--- src/rtl/pio_window_bridge.sv ---
module pio_window_bridge #(
  parameter int          AW       = 32,
  parameter int          DW       = 32,
  parameter int          PW       = 16,
  parameter logic [31:0] WIN_BASE = 32'h1400_0000
) (
  input  logic          clk,
  input  logic          rst_n,
  input  logic          big_endian,
  input  logic          cpu_req,
  input  logic          cpu_we,
  input  logic [1:0]    cpu_size,
  input  logic [AW-1:0] cpu_addr,
  input  logic [DW-1:0] cpu_wdata,
  output logic          cpu_busy,
  output logic          cpu_done,
  output logic [DW-1:0] cpu_rdata,
  output logic          io_stb,
  output logic          io_we,
  output logic [1:0]    io_size,
  output logic [PW-1:0] io_addr,
  output logic [DW-1:0] io_wdata,
  input  logic [DW-1:0] io_rdata,
  input  logic          io_ready
);
  localparam int NB = DW / 8;

  function automatic logic [DW-1:0] lanes(input logic [1:0] sz, input logic be, input logic [DW-1:0] d);
    logic [DW-1:0] r;
    r = '0;
    case (sz)
      2'd0: r[7:0] = d[7:0];
      2'd1: r[15:0] = be ? {d[7:0], d[15:8]} : d[15:0];
      default:
        if (be) for (int i = 0; i < NB; i++) r[8*i +: 8] = d[8*(NB-1-i) +: 8];
        else r = d;
    endcase
    return r;
  endfunction

  logic       take, in_win;
  logic [1:0] sz_n;
  logic       be_q;

  assign take   = cpu_req && !cpu_busy;
  assign in_win = cpu_addr[AW-1:PW] == WIN_BASE[AW-1:PW];
  assign sz_n   = (cpu_size == 2'd3) ? 2'd2 : cpu_size;
  assign cpu_busy = io_stb || cpu_done;

  always_ff @(posedge clk) begin
    if (!rst_n) begin
      io_stb    <= 1'b0;
      io_we     <= 1'b0;
      io_size   <= 2'd0;
      io_addr   <= '0;
      io_wdata  <= '0;
      be_q      <= 1'b0;
      cpu_done  <= 1'b0;
      cpu_rdata <= '0;
    end else begin
      cpu_done <= 1'b0;
      if (take) begin
        if (in_win) begin
          io_stb   <= 1'b1;
          io_we    <= cpu_we;
          io_size  <= sz_n;
          io_addr  <= cpu_addr[PW-1:0];
          io_wdata <= cpu_we ? lanes(sz_n, big_endian, cpu_wdata) : '0;
          be_q     <= big_endian;
        end else begin
          cpu_done  <= 1'b1;
          cpu_rdata <= '1;
        end
      end else if (io_stb && io_ready) begin
        io_stb   <= 1'b0;
        cpu_done <= 1'b1;
        if (!io_we) cpu_rdata <= lanes(io_size, be_q, io_rdata);
      end
    end
  end
endmodule


--- config.mk ---
export PLATFORM = sky130hd
export DESIGN_NAME = pio_window_bridge
export DESIGN_NICKNAME = d
export VERILOG_FILES = /design/src/rtl/pio_window_bridge.sv
export SDC_FILE = /design/constraint.sdc
export NUM_CORES = 1
export LEC_CHECK = 0
export BUFFER_PORTS_ARGS = -buffer_cell sky130_fd_sc_hd__buf_2
export CORE_AREA = 2 2 98 100
export DETAILED_ROUTE_END_ITERATION = 10
export DIE_AREA = 0 0 100 102
export GPL_TIMING_DRIVEN = 0
export PLACE_DENSITY = 0.81
export SYNTH_ARGS = -nofsm -noshare
export SYNTH_HDL_FRONTEND = slang
export SYNTH_SLANG_ARGS = --single-unit
--- constraint.sdc ---
create_clock -name clk -period 4.1 [get_ports clk]
set_input_delay 0.205 -clock clk [delete_from_list [all_inputs] [get_ports clk]]
set_output_delay 0.205 -clock clk [all_outputs]
set_load 0.1 [all_outputs]
==> impl_metrics.py, run 1 <==
metrics = {
    "outcome": {
        "outcome": "completed",
    },
    "cts": {
        "h-tree-depth": 3,
        "cts.path.max_buffers": 2,
        "hold_buffers": 0,
        "clkLatencyLatePin_ns": 0.35,
        "cts_resized": 0,
        "cts_tree": "yes",
        "cts.sink_count": 86,
        "path_clk_slew_ns": 0.09,
        "cts_setup_buffers": 0,
        "clock-root-buffer": "clkbuf_8",
        "cts_buffers": 9,
    },
    "final_layout": {
        "drive_gt1_share_pct": 36.6,
        "final_core_util_pct": 62.4,
        "nets": 764,
        "area_delta_synth_final_pct": 28.4,
        "diodes": 0,
        "fillCellCount": 794,
    },
    "pwr": {
        "peakVddDrop_mv": 0.188,
        "p_seq_share_pct": 46.6,
        "p_total_uw": 1870,
        "p_switching_uw": 620,
        "p_int_uw": 1250,
        "p_leak_uw": 0.00251,
        "powerDensity_nw_per_um2": 330,
        "combPwrFrac_pct": 22.5,
        "sw_frac_of_total_pct": 33.1,
        "p_clk_share_pct": 30.9,
    },
    "floorplanning": {
        "design.portCount": 190,
        "start_util_pct": 48.6,
        "die_h_um": 102,
        "row_count": 35,
        "core_um2": 9110,
        "dieArea_um2": 10200,
        "die_w_um": 100,
    },
    "sta": {
        "setup_ws_ns": 2.23,
        "finalSetupViolCount": 0,
        "period_needed_ns": 1.87,
        "post-route-period-util_pct": 45.5,
        "fmax_mhz": 536,
        "hold_viol": 0,
        "skew_ns": 0.0151,
        "rsz0062_at_grt": "no",
        "setup_tns_ns": 0,
        "slew_headroom_pct": 61.9,
        "tightest_slew_ns": 0.570,
        "drv_slew": 0,
    },
    "critical_path": {
        "cp.required_ns": 4.36,
        "cp.buffers_inverters": 2,
        "crit_chain": "buf_2, or2_1, clkbuf_1, nand2_1, a221o_1, o211a_1",
        "path_max_fanout": 9,
        "cp-end-kind": "flip-flop",
        "slowest_stage": "a221o_1",
        "criticalPathCategory": "flip-flop to flip-flop",
        "crit_family": "compound AO/OA/AOI/OAI gates",
        "critical_path.max_stage_delay_ns": 0.45,
        "worstPathArrival_ns": 2.12,
        "worstSetupStartpointType": "flip-flop",
    },
    "global_routing": {
        "use_met3_pct": 5.81,
        "grtUsageTotal_pct": 26.0,
        "grt_pass1_wl_um": 20900,
        "gr-total-overflow": 0,
        "grt_pass1_vias": 4323,
        "grt_use_met1_pct": 30.3,
        "met2_usage_pct": 46.3,
        "top_usage_layer": "met2",
        "antenna_found_initial": 0,
        "grt_max_degree": 14,
    },
    "place": {
        "dpl.hpwl_um": 10400,
        "pre_cts_ws_ns": 2.25,
        "io_buffer_count": 187,
        "gp_congestion": 0.969,
    },
    "job": {
        "max_cap_violations": 0,
    },
    "synth": {
        "synth_xor_area_share_pct": 0,
        "synth_area_leader_cell": "dfxtp_1",
        "yosys.area.top_type_share_pct": 38.9,
        "syn_avg_cell_area_um2": 9.58,
        "synth_seq_cells": 86,
        "ys_async_sr_fraction_pct": 0,
        "synth_top_family_by_area": "multiplexers",
        "ys.flop_type": "dfxtp_1",
        "yosysWarnings": 0,
        "synth.most_common_cell": "nand2_1",
        "synth-seq-area-share_pct": 38.9,
        "synth_mux_area_share_pct": 23.1,
        "synth_nets": 566,
        "yosysUniqueCellTypes": 34,
        "synth_cells": 462,
        "syn_area_um2": 4430,
        "synth_compound_area_share_pct": 18.1,
        "synth_fa_ha_area_share_pct": 0,
        "synth_common_cells": "nand2_1 (97), dfxtp_1 (86), mux2i_1 (84)",
        "synth_edf_count": 0,
        "synth-simple-area-share_pct": 14.4,
        "synthTopCellsByArea": "dfxtp_1 (39%), mux2i_1 (19%), nand2_1 (8.2%)",
    },
    "route": {
        "drtIter0Drc": 211,
        "vias_per_cell": 5.61,
        "first_pass_iters": 4,
        "wl_per_cell_um": 17.4,
        "routed_wl_um": 13500,
        "ant_nets": 0,
        "drc_errors": 0,
        "vias": 4347,
    },
    "hold_path": {
        "hold_class": "input port to flip-flop",
    },
}
-- final timing paths --
path	from	endpoint	slack, ns	cells after the start
worst min-delay path	cpu_addr[9]	io_addr[9]	0.1	3
worst max-delay path	io_size[1]	cpu_rdata[2]	2.23	6
worst min register to register	io_addr[7]	io_addr[7]	0.46	2
worst max register to register	io_size[1]	cpu_rdata[2]	2.23	6
-- worst reg2reg max path, stage by stage (launching register included) --
cell	delay, ns
dfxtp_1	0.33
buf_2	0.18
or2_1	0.12
clkbuf_1	0.28
nand2_1	0.28
a221o_1	0.45
o211a_1	0.14
-- cells by family (layout without fill, tap and decap cells) --
logic type / after synthesis / count (layout)
simple gates: 138 / 138
buf+inv: 46 / 248
flops: 86 / 86
mux: 100 / 100
compound gates: 92 / 92
-- flip-flops by register name, summed over array words and instances, names as in the netlist --
register / count
io_we: 1
be_q: 1
io_size: 2
io_addr: 16
cpu_done: 1
io_wdata: 32
cpu_rdata: 32
io_stb: 1
-- cell usage in the layout, fill, tap and decap left out, drive strengths merged --
| cell type | count |
|---|---|
| buf | 209 |
| nand2 | 97 |
| dfxtp | 86 |
| mux2i | 84 |
| clkbuf | 32 |
| o221a | 24 |
| nor2b | 19 |
| mux2 | 16 |
| nor2 | 13 |
| o211ai | 8 |
| o22ai | 8 |
| a211o | 8 |
| o21ai | 8 |
| a21oi | 8 |
| a22o | 8 |
| a221o | 8 |
| o211a | 8 |
| clkinv | 4 |
| nor4 | 3 |
| inv | 2 |
| o21a | 2 |
| and4bb | 1 |
| nand4 | 1 |
| nand2b | 1 |
| nand3b | 1 |
| a31o | 1 |
| a32oi | 1 |
| or2 | 1 |
| nand3 | 1 |
| bufinv | 1 |
-- layer usage --
| metal | vias to the layer above | wire length (um) |
|---|---|---|
| li1 | 2073 | - |
| met2 | 219 | 6640 |
| met3 | 34 | 1100 |
| met5 | - | 0 |
| met4 | 0 | 366 |
| met1 | 2021 | 5400 |
-- power groups by stage --
| stage | registers (uW) | clock network (uW) | logic (uW) |
|---|---|---|---|
| global route | 877 | 625 | 443 |
| detailed placement | 893 | 0 | 418 |
| CTS | 874 | 587 | 419 |
| global placement | 893 | 0 | 413 |
| finish | 873 | 579 | 422 |
| floorplan | 1070 | 0 | 115 |
-- final cells by class --
cell class / count / area [um^2] / area share, %
Timing Repair Buffer: 187 / 936 / 16.5
Inverter: 3 / 11.3 / 0.198
Buffer: 43 / 234 / 4.12
Clock inverter: 4 / 48.8 / 0.859
Multi-Input combinational cell: 330 / 2460 / 43.3
Clock buffer: 11 / 131 / 2.31
Sequential cell: 86 / 1720 / 30.3
Tap cell: 111 / 139 / 2.44
-- through the flow --
step,area (um^2),hold WS (ns),instances
final,5680,0.0997,775
after floorplan,4430,0.347,462
after global placement,5500,0.441,760
after global routing,5680,0.0851,775
after detailed placement,5500,0.443,760
after CTS,5680,0.0863,775
Note: power is estimated with default switching activity, not from simulation.
==> inputs of run 2 (changes only) <==
--- a/config.mk
+++ b/config.mk
@@ -6,11 +6,11 @@
 export NUM_CORES = 1
 export LEC_CHECK = 0
 export BUFFER_PORTS_ARGS = -buffer_cell sky130_fd_sc_hd__buf_2
-export CORE_AREA = 2 2 98 100
+export CORE_AREA = 2 2 105 107
 export DETAILED_ROUTE_END_ITERATION = 10
-export DIE_AREA = 0 0 100 102
+export DIE_AREA = 0 0 107 109
 export GPL_TIMING_DRIVEN = 0
-export PLACE_DENSITY = 0.81
+export PLACE_DENSITY = 0.75
 export SYNTH_ARGS = -nofsm -noshare
 export SYNTH_HDL_FRONTEND = slang
 export SYNTH_SLANG_ARGS = --single-unit
==> constraint.sdc (replaced) <==
create_clock -name clk -period 1.5 [get_ports clk]
set_input_delay 0.075 -clock clk [delete_from_list [all_inputs] [get_ports clk]]
set_output_delay 0.075 -clock clk [all_outputs]
set_load 0.1 [all_outputs]
==> run 2 against run 1 <==
Effect of this change: die area increased by 14%; worst setup slack got worse by 2.2 ns; critical path depth unchanged; first-iteration DRC count decreased by 1.4%; wire length increased by 3.3%; critical path type unchanged; critical endpoint is now cpu_rdata[4]; largest power group unchanged; highest routed layer unchanged.
==> impl_metrics.py, run 2 (synthesis gave the netlist of run 1 again) <==
metrics = {
    "outcome": {
        "outcome": "completed",
    },
    "pwr": {
        "p_leak_uw": 0.00268,
        "powerDensity_nw_per_um2": 943,
        "p_clk_share_pct": 37.6,
        "sw_frac_of_total_pct": 29.9,
        "p_seq_share_pct": 41.6,
        "p_switching_uw": 1710,
        "combPwrFrac_pct": 20.8,
        "p_int_uw": 4010,
        "peakVddDrop_mv": 0.512,
    },
    "sta": {
        "post-route-period-util_pct": 96.4,
        "fmax_mhz": 691,
        "skew_ns": 0.0106,
        "slew_headroom_pct": 57.4,
        "finalSetupViolCount": 0,
        "drv_slew": 0,
        "setup_ws_ns": 0.0534,
        "hold_viol": 0,
        "tightest_slew_ns": 0.636,
        "period_needed_ns": 1.45,
        "setup_tns_ns": 0,
    },
    "hold_path": {
        "hold_class": "input port to flip-flop",
    },
    "final_layout": {
        "area_delta_synth_final_pct": 37.1,
        "fillCellCount": 917,
        "final_cell_mix": "buf_2 (194), nand2_1 (96), mux2i_1 (84)",
        "diodes": 0,
        "final_common_cell": "buf_2",
        "drive_gt1_share_pct": 37.9,
        "reg.largest.list": "cpu_rdata: 32 flops, io_wdata: 32 flops, io_addr: 16 flops",
        "nets": 783,
    },
    "critical_path": {
        "crit_path_end": "cpu_rdata[4]",
        "cp.required_ns": 1.75,
        "reg2reg_depth": 6,
        "criticalPathCategory": "flip-flop to flip-flop",
        "path_max_fanout": 8,
        "r2r_end": "cpu_rdata[4]",
        "worstPathArrival_ns": 1.70,
        "cp-end-kind": "flip-flop",
        "crit_start": "io_size[1]",
        "rr_startpoint": "io_size[1]",
        "r2r_slack_ns": 0.05,
        "worstSetupStartpointType": "flip-flop",
    },
    "global_routing": {
        "grt_max_degree": 15,
        "grtUsageTotal_pct": 23.8,
        "grt_pass1_wl_um": 21700,
        "grt_pass1_vias": 4338,
        "antenna_found_initial": 0,
        "gr-total-overflow": 0,
    },
    "cts": {
        "cts.path.max_buffers": 2,
        "path_clk_slew_ns": 0.08,
        "cts_buffers": 9,
        "h-tree-depth": 3,
        "clock-root-buffer": "clkbuf_8",
        "clkLatencyLatePin_ns": 0.36,
        "cts.sink_count": 86,
        "cts_tree": "yes",
    },
    "floorplanning": {
        "core_um2": 10600,
        "die_w_um": 107,
        "row_count": 38,
        "start_util_pct": 41.7,
        "die_h_um": 109,
        "design.portCount": 190,
        "dieArea_um2": 11700,
    },
    "route": {
        "routed_wl_um": 14000,
        "drtIter0Drc": 208,
        "first_pass_iters": 4,
        "vias_per_cell": 5.34,
        "ant_nets": 0,
        "wl_per_cell_um": 16.9,
        "vias": 4397,
        "drc_errors": 0,
    },
    "place": {
        "pre_cts_ws_ns": -0.237,
        "dpl.hpwl_um": 10500,
        "io_buffer_count": 187,
        "gp_congestion": 0.983,
    },
    "job": {
        "max_cap_violations": 0,
    },
}
run 2: changes by cell type in the layout (fill, tap and decap cells not counted), moves of 3 or more:
cell           change
clkbuf_1           -6
dfxtp_4            +4
bufinv_16          +3
dfxtp_1            -5
buf_2              -3
buf_4              +5
dlygate4sd3_1     +18
run 2: how the worst min path moves through the flow:
| stage | depth (start not counted) | start | end | slack (ns) |
|---|---|---|---|---|
| floorplan | 2 | cpu_addr[10] | io_addr[10] | 0.22 |
| global placement | 3 | cpu_addr[9] | io_addr[9] | 0.32 |
| CTS | 3 | cpu_req | cpu_done | 0.03 |
| global route | 3 | cpu_wdata[14] | io_wdata[14] | 0.05 |
| finish | 3 | cpu_req | cpu_done | 0.05 |
| detailed placement | 3 | cpu_addr[13] | io_addr[13] | 0.33 |
run 2: cell type report:
cell class              instances  area, um^2  share of cell area (%)
flip-flops and latches         86        1740                    28.6
repair buffers                207        1140                    18.8
clock buffers                  12         145                    2.39
inverters                       3        11.3                   0.186
multi-input cells             330        2470                    40.7
well taps                     140         175                    2.89
clock inverters                 4         120                    1.98
plain buffers                  42         265                    4.37
run 2: metal layers:
layer | up-vias | track usage, % | share of wire (%)
met2 | 195 | 40.7 | 49
met4 | 0 | 10.4 | 2.6
met1 | 2068 | 28.3 | 41
met3 | 33 | 5.86 | 7.3
met5 | - | 0 | 0
li1 | 2101 | - | -
run 2: power by group through the flow:
| stage | sequential [uW] | combinational (uW) | clock, uW |
|---|---|---|---|
| final | 2380 | 1190 | 2150 |
| after global routing | 2390 | 1250 | 2280 |
| after CTS | 2380 | 1180 | 2210 |
| after detailed placement | 2440 | 1140 | 0 |
| after global placement | 2430 | 1130 | 0 |
| after floorplan | 2930 | 315 | 0 |
run 2: stage by stage:
stage / hold WS, ns / total power [uW] / instance area, um^2 / std cells / util, %
global placement: 0.322 / 3560 / 5580 / 789 / 52.6
CTS: 0.0292 / 5770 / 6050 / 824 / 57.1
detailed placement: 0.335 / 3580 / 5580 / 789 / 52.6
finish: 0.0468 / 5720 / 6070 / 824 / 57.2
global route: 0.0516 / 5920 / 6070 / 824 / 57.2
floorplan: 0.217 / 3250 / 4470 / 462 / -
run 2: timing repair:
item / CTS / global route
setup endpoints to repair: 41 / 20
gates resized for setup: 4 / 9
hold endpoints to repair: 18 / 0
setup buffers: 1 / 1
hold buffers: 18 / 0
pin swaps: 1 / 0
run 2: critical path: stages, from the launching register on:
cell     delay (ns)
dfxtp_4        0.35
buf_6          0.11
nor2b_1        0.04
buf_2          0.17
a22o_1         0.20
a221o_1        0.32
o211a_1        0.14
==> inputs of run 3 (changes only) <==
--- a/config.mk
+++ b/config.mk
@@ -6,11 +6,13 @@
 export NUM_CORES = 1
 export LEC_CHECK = 0
 export BUFFER_PORTS_ARGS = -buffer_cell sky130_fd_sc_hd__buf_2
-export CORE_AREA = 2 2 105 107
+export CORE_AREA = 2 2 98 100
 export DETAILED_ROUTE_END_ITERATION = 10
-export DIE_AREA = 0 0 107 109
+export DIE_AREA = 0 0 100 102
 export GPL_TIMING_DRIVEN = 0
-export PLACE_DENSITY = 0.75
+export MAX_ROUTING_LAYER = met4
+export PLACE_DENSITY = 0.81
+export REMOVE_ABC_BUFFERS = 1
 export SYNTH_ARGS = -nofsm -noshare
 export SYNTH_HDL_FRONTEND = slang
 export SYNTH_SLANG_ARGS = --single-unit
==> constraint.sdc (replaced) <==
create_clock -name clk -period 1.8 [get_ports clk]
set_input_delay 0.09 -clock clk [delete_from_list [all_inputs] [get_ports clk]]
set_output_delay 0.09 -clock clk [all_outputs]
set_load 0.1 [all_outputs]
==> run 3 against run 2 <==
Effect of this change: global-route usage is 1.5 points higher; via count shrank 2.7%; clock power fell by 32%; design area fell by 4.6%; first-iteration DRC count shrank 52%; largest power group unchanged.
==> impl_metrics.py, run 3 (synthesis gave the netlist of run 1 again) <==
metrics = {
    "outcome": {
        "outcome": "completed",
    },
    "final_layout": {
        "area_delta_synth_final_pct": 30.7,
        "finalInstanceArea_um2": 5790,
        "diodes": 0,
        "final_common_cell": "buf_2",
        "reg.largest.list": "cpu_rdata: 32 flops, io_wdata: 32 flops, io_addr: 16 flops",
        "final_cell_mix": "buf_2 (188), nand2_1 (96), mux2i_1 (84), dfxtp_1 (84), o221a_1 (22)",
        "drive_gt1_share_pct": 37.8,
        "nets": 747,
    },
    "sta": {
        "skew_ns": 0.0152,
        "tightest_slew_ns": 0.768,
        "post-route-period-util_pct": 94.4,
        "hold_viol": 0,
        "rsz0062_at_grt": "no",
        "slew_headroom_pct": 48.8,
        "finalSetupViolCount": 0,
        "drv_slew": 0,
        "worst_hold_slack_ns": 0.0570,
        "period_needed_ns": 1.70,
        "fmax_mhz": 589,
    },
    "global_routing": {
        "grt_pass1_vias": 4198,
        "gr-total-overflow": 0,
        "grt_max_degree": 98,
        "grt_pass1_wl_um": 20300,
        "grtUsageTotal_pct": 25.3,
        "antenna_found_initial": 0,
    },
    "pwr": {
        "p_total_uw": 4410,
        "powerDensity_nw_per_um2": 762,
        "peakVddDrop_mv": 0.412,
        "p_leak_uw": 0.00252,
    },
    "floorplanning": {
        "design.portCount": 190,
        "row_count": 35,
        "start_util_pct": 48.6,
        "core_um2": 9110,
        "die_h_um": 102,
        "die_w_um": 100,
        "dieArea_um2": 10200,
    },
    "critical_path": {
        "cp-end-kind": "flip-flop",
        "critical_path.max_stage_delay_ns": 0.61,
        "worstPathArrival_ns": 1.94,
        "crit_start": "io_size[1]",
        "crit_chain": "or2_4, nand2_2, a221o_1, o211a_1",
        "rr_startpoint": "io_size[1]",
        "worstSetupStartpointType": "flip-flop",
        "r2r_slack_ns": 0.10,
        "crit_family": "flip-flops",
        "path_max_fanout": 36,
        "cp.required_ns": 2.04,
        "slowest_stage": "dfxtp_4",
        "criticalPathCategory": "flip-flop to flip-flop",
        "cp.buffers_inverters": 0,
    },
    "cts": {
        "path_clk_slew_ns": 0.09,
        "clock-root-buffer": "clkbuf_8",
        "cts.path.max_buffers": 2,
        "cts.sink_count": 86,
        "h-tree-depth": 3,
        "cts_buffers": 9,
        "cts_tree": "yes",
        "clkLatencyLatePin_ns": 0.35,
    },
    "place": {
        "place_area_um2": 5350,
        "gp_congestion": 0.813,
        "dpl.hpwl_um": 8570,
        "io_buffer_count": 189,
    },
    "route": {
        "first_pass_iters": 4,
        "drc_errors": 0,
        "drtIter0Drc": 99,
        "routed_wl_um": 12800,
        "vias_per_cell": 5.64,
        "vias": 4278,
        "wl_per_cell_um": 16.8,
        "ant_nets": 0,
    },
    "hold_path": {
        "worstHoldStart": "cpu_size[0]",
        "hold_class": "input port to flip-flop",
    },
    "job": {
        "max_cap_violations": 0,
    },
}
run 3: cell types whose count changed in the layout (fill, tap and decap cells not counted), moves of 3 or more:
cell and change:
buf_6 -9, dfxtp_1 +3, clkbuf_1 -17, bufinv_16 -3, buf_2 -6, buf_1 -3
run 3: worst min-delay path, delay by kind of cell:
family	cells	cell delay (ns)
buffers and inverters	1	0.12
multiplexers	1	0.07
AND/OR/NAND/NOR	1	0.07
run 3: final cells by class:
| cell class | instances | area (um^2) |
|---|---|---|
| clock buffers | 10 | 138 |
| clock inverters | 6 | 76.3 |
| fillers | 756 | 3320 |
| inverters | 3 | 11.3 |
| multi-input cells | 331 | 2490 |
| flip-flops and latches | 86 | 1730 |
| well taps | 111 | 139 |
| repair buffers | 212 | 1210 |
run 3: what timing repair did:
action / 4_1_cts / 5_1_grt
endpoints found under the hold margin: 16 / 0
buffers inserted: 4 / 0
resized for setup: 6 / 4
setup endpoints to repair: 66 / 25
gates cloned: 1 / 0
pin swaps: 2 / 0
hold buffers: 16 / 0
run 3: power by group:
group	total (uW)	internal [uW]	switching, uW
registers	1990	1960	31.7
clock network	1460	705	755
logic	961	275	686
run 3: stage by stage:
step | util [%] | cells | setup TNS (ns) | setup slack [ns]
after floorplan | - | 419 | -68.96 | -0.859
after detailed placement | 58.7 | 722 | -29.31 | -0.772
after CTS | 63.4 | 759 | 0 | 0.0541
after global placement | 57.9 | 719 | -75.56 | -1.68
after global routing | 63.5 | 759 | 0 | 0.0194
final | 63.5 | 759 | 0 | 0.101
run 3: final timing paths:
| kind | endpoint | cells past startpoint |
|---|---|---|
| min | io_size[0] | 3 |
| max | cpu_rdata[1] | 4 |
| max reg2reg | cpu_rdata[1] | 4 |
| min reg2reg | io_wdata[3] | 2 |
run 3: metal layers:
metal	GRT usage, %	up-vias	share of wire [%]	wire (um)
met5	-	-	0	0
met4	8.22	0	1.6	199
met3	4.17	18	7.3	932
met2	42.4	187	47	6040
met1	31.3	2029	44	5580
li1	-	2044	-	-
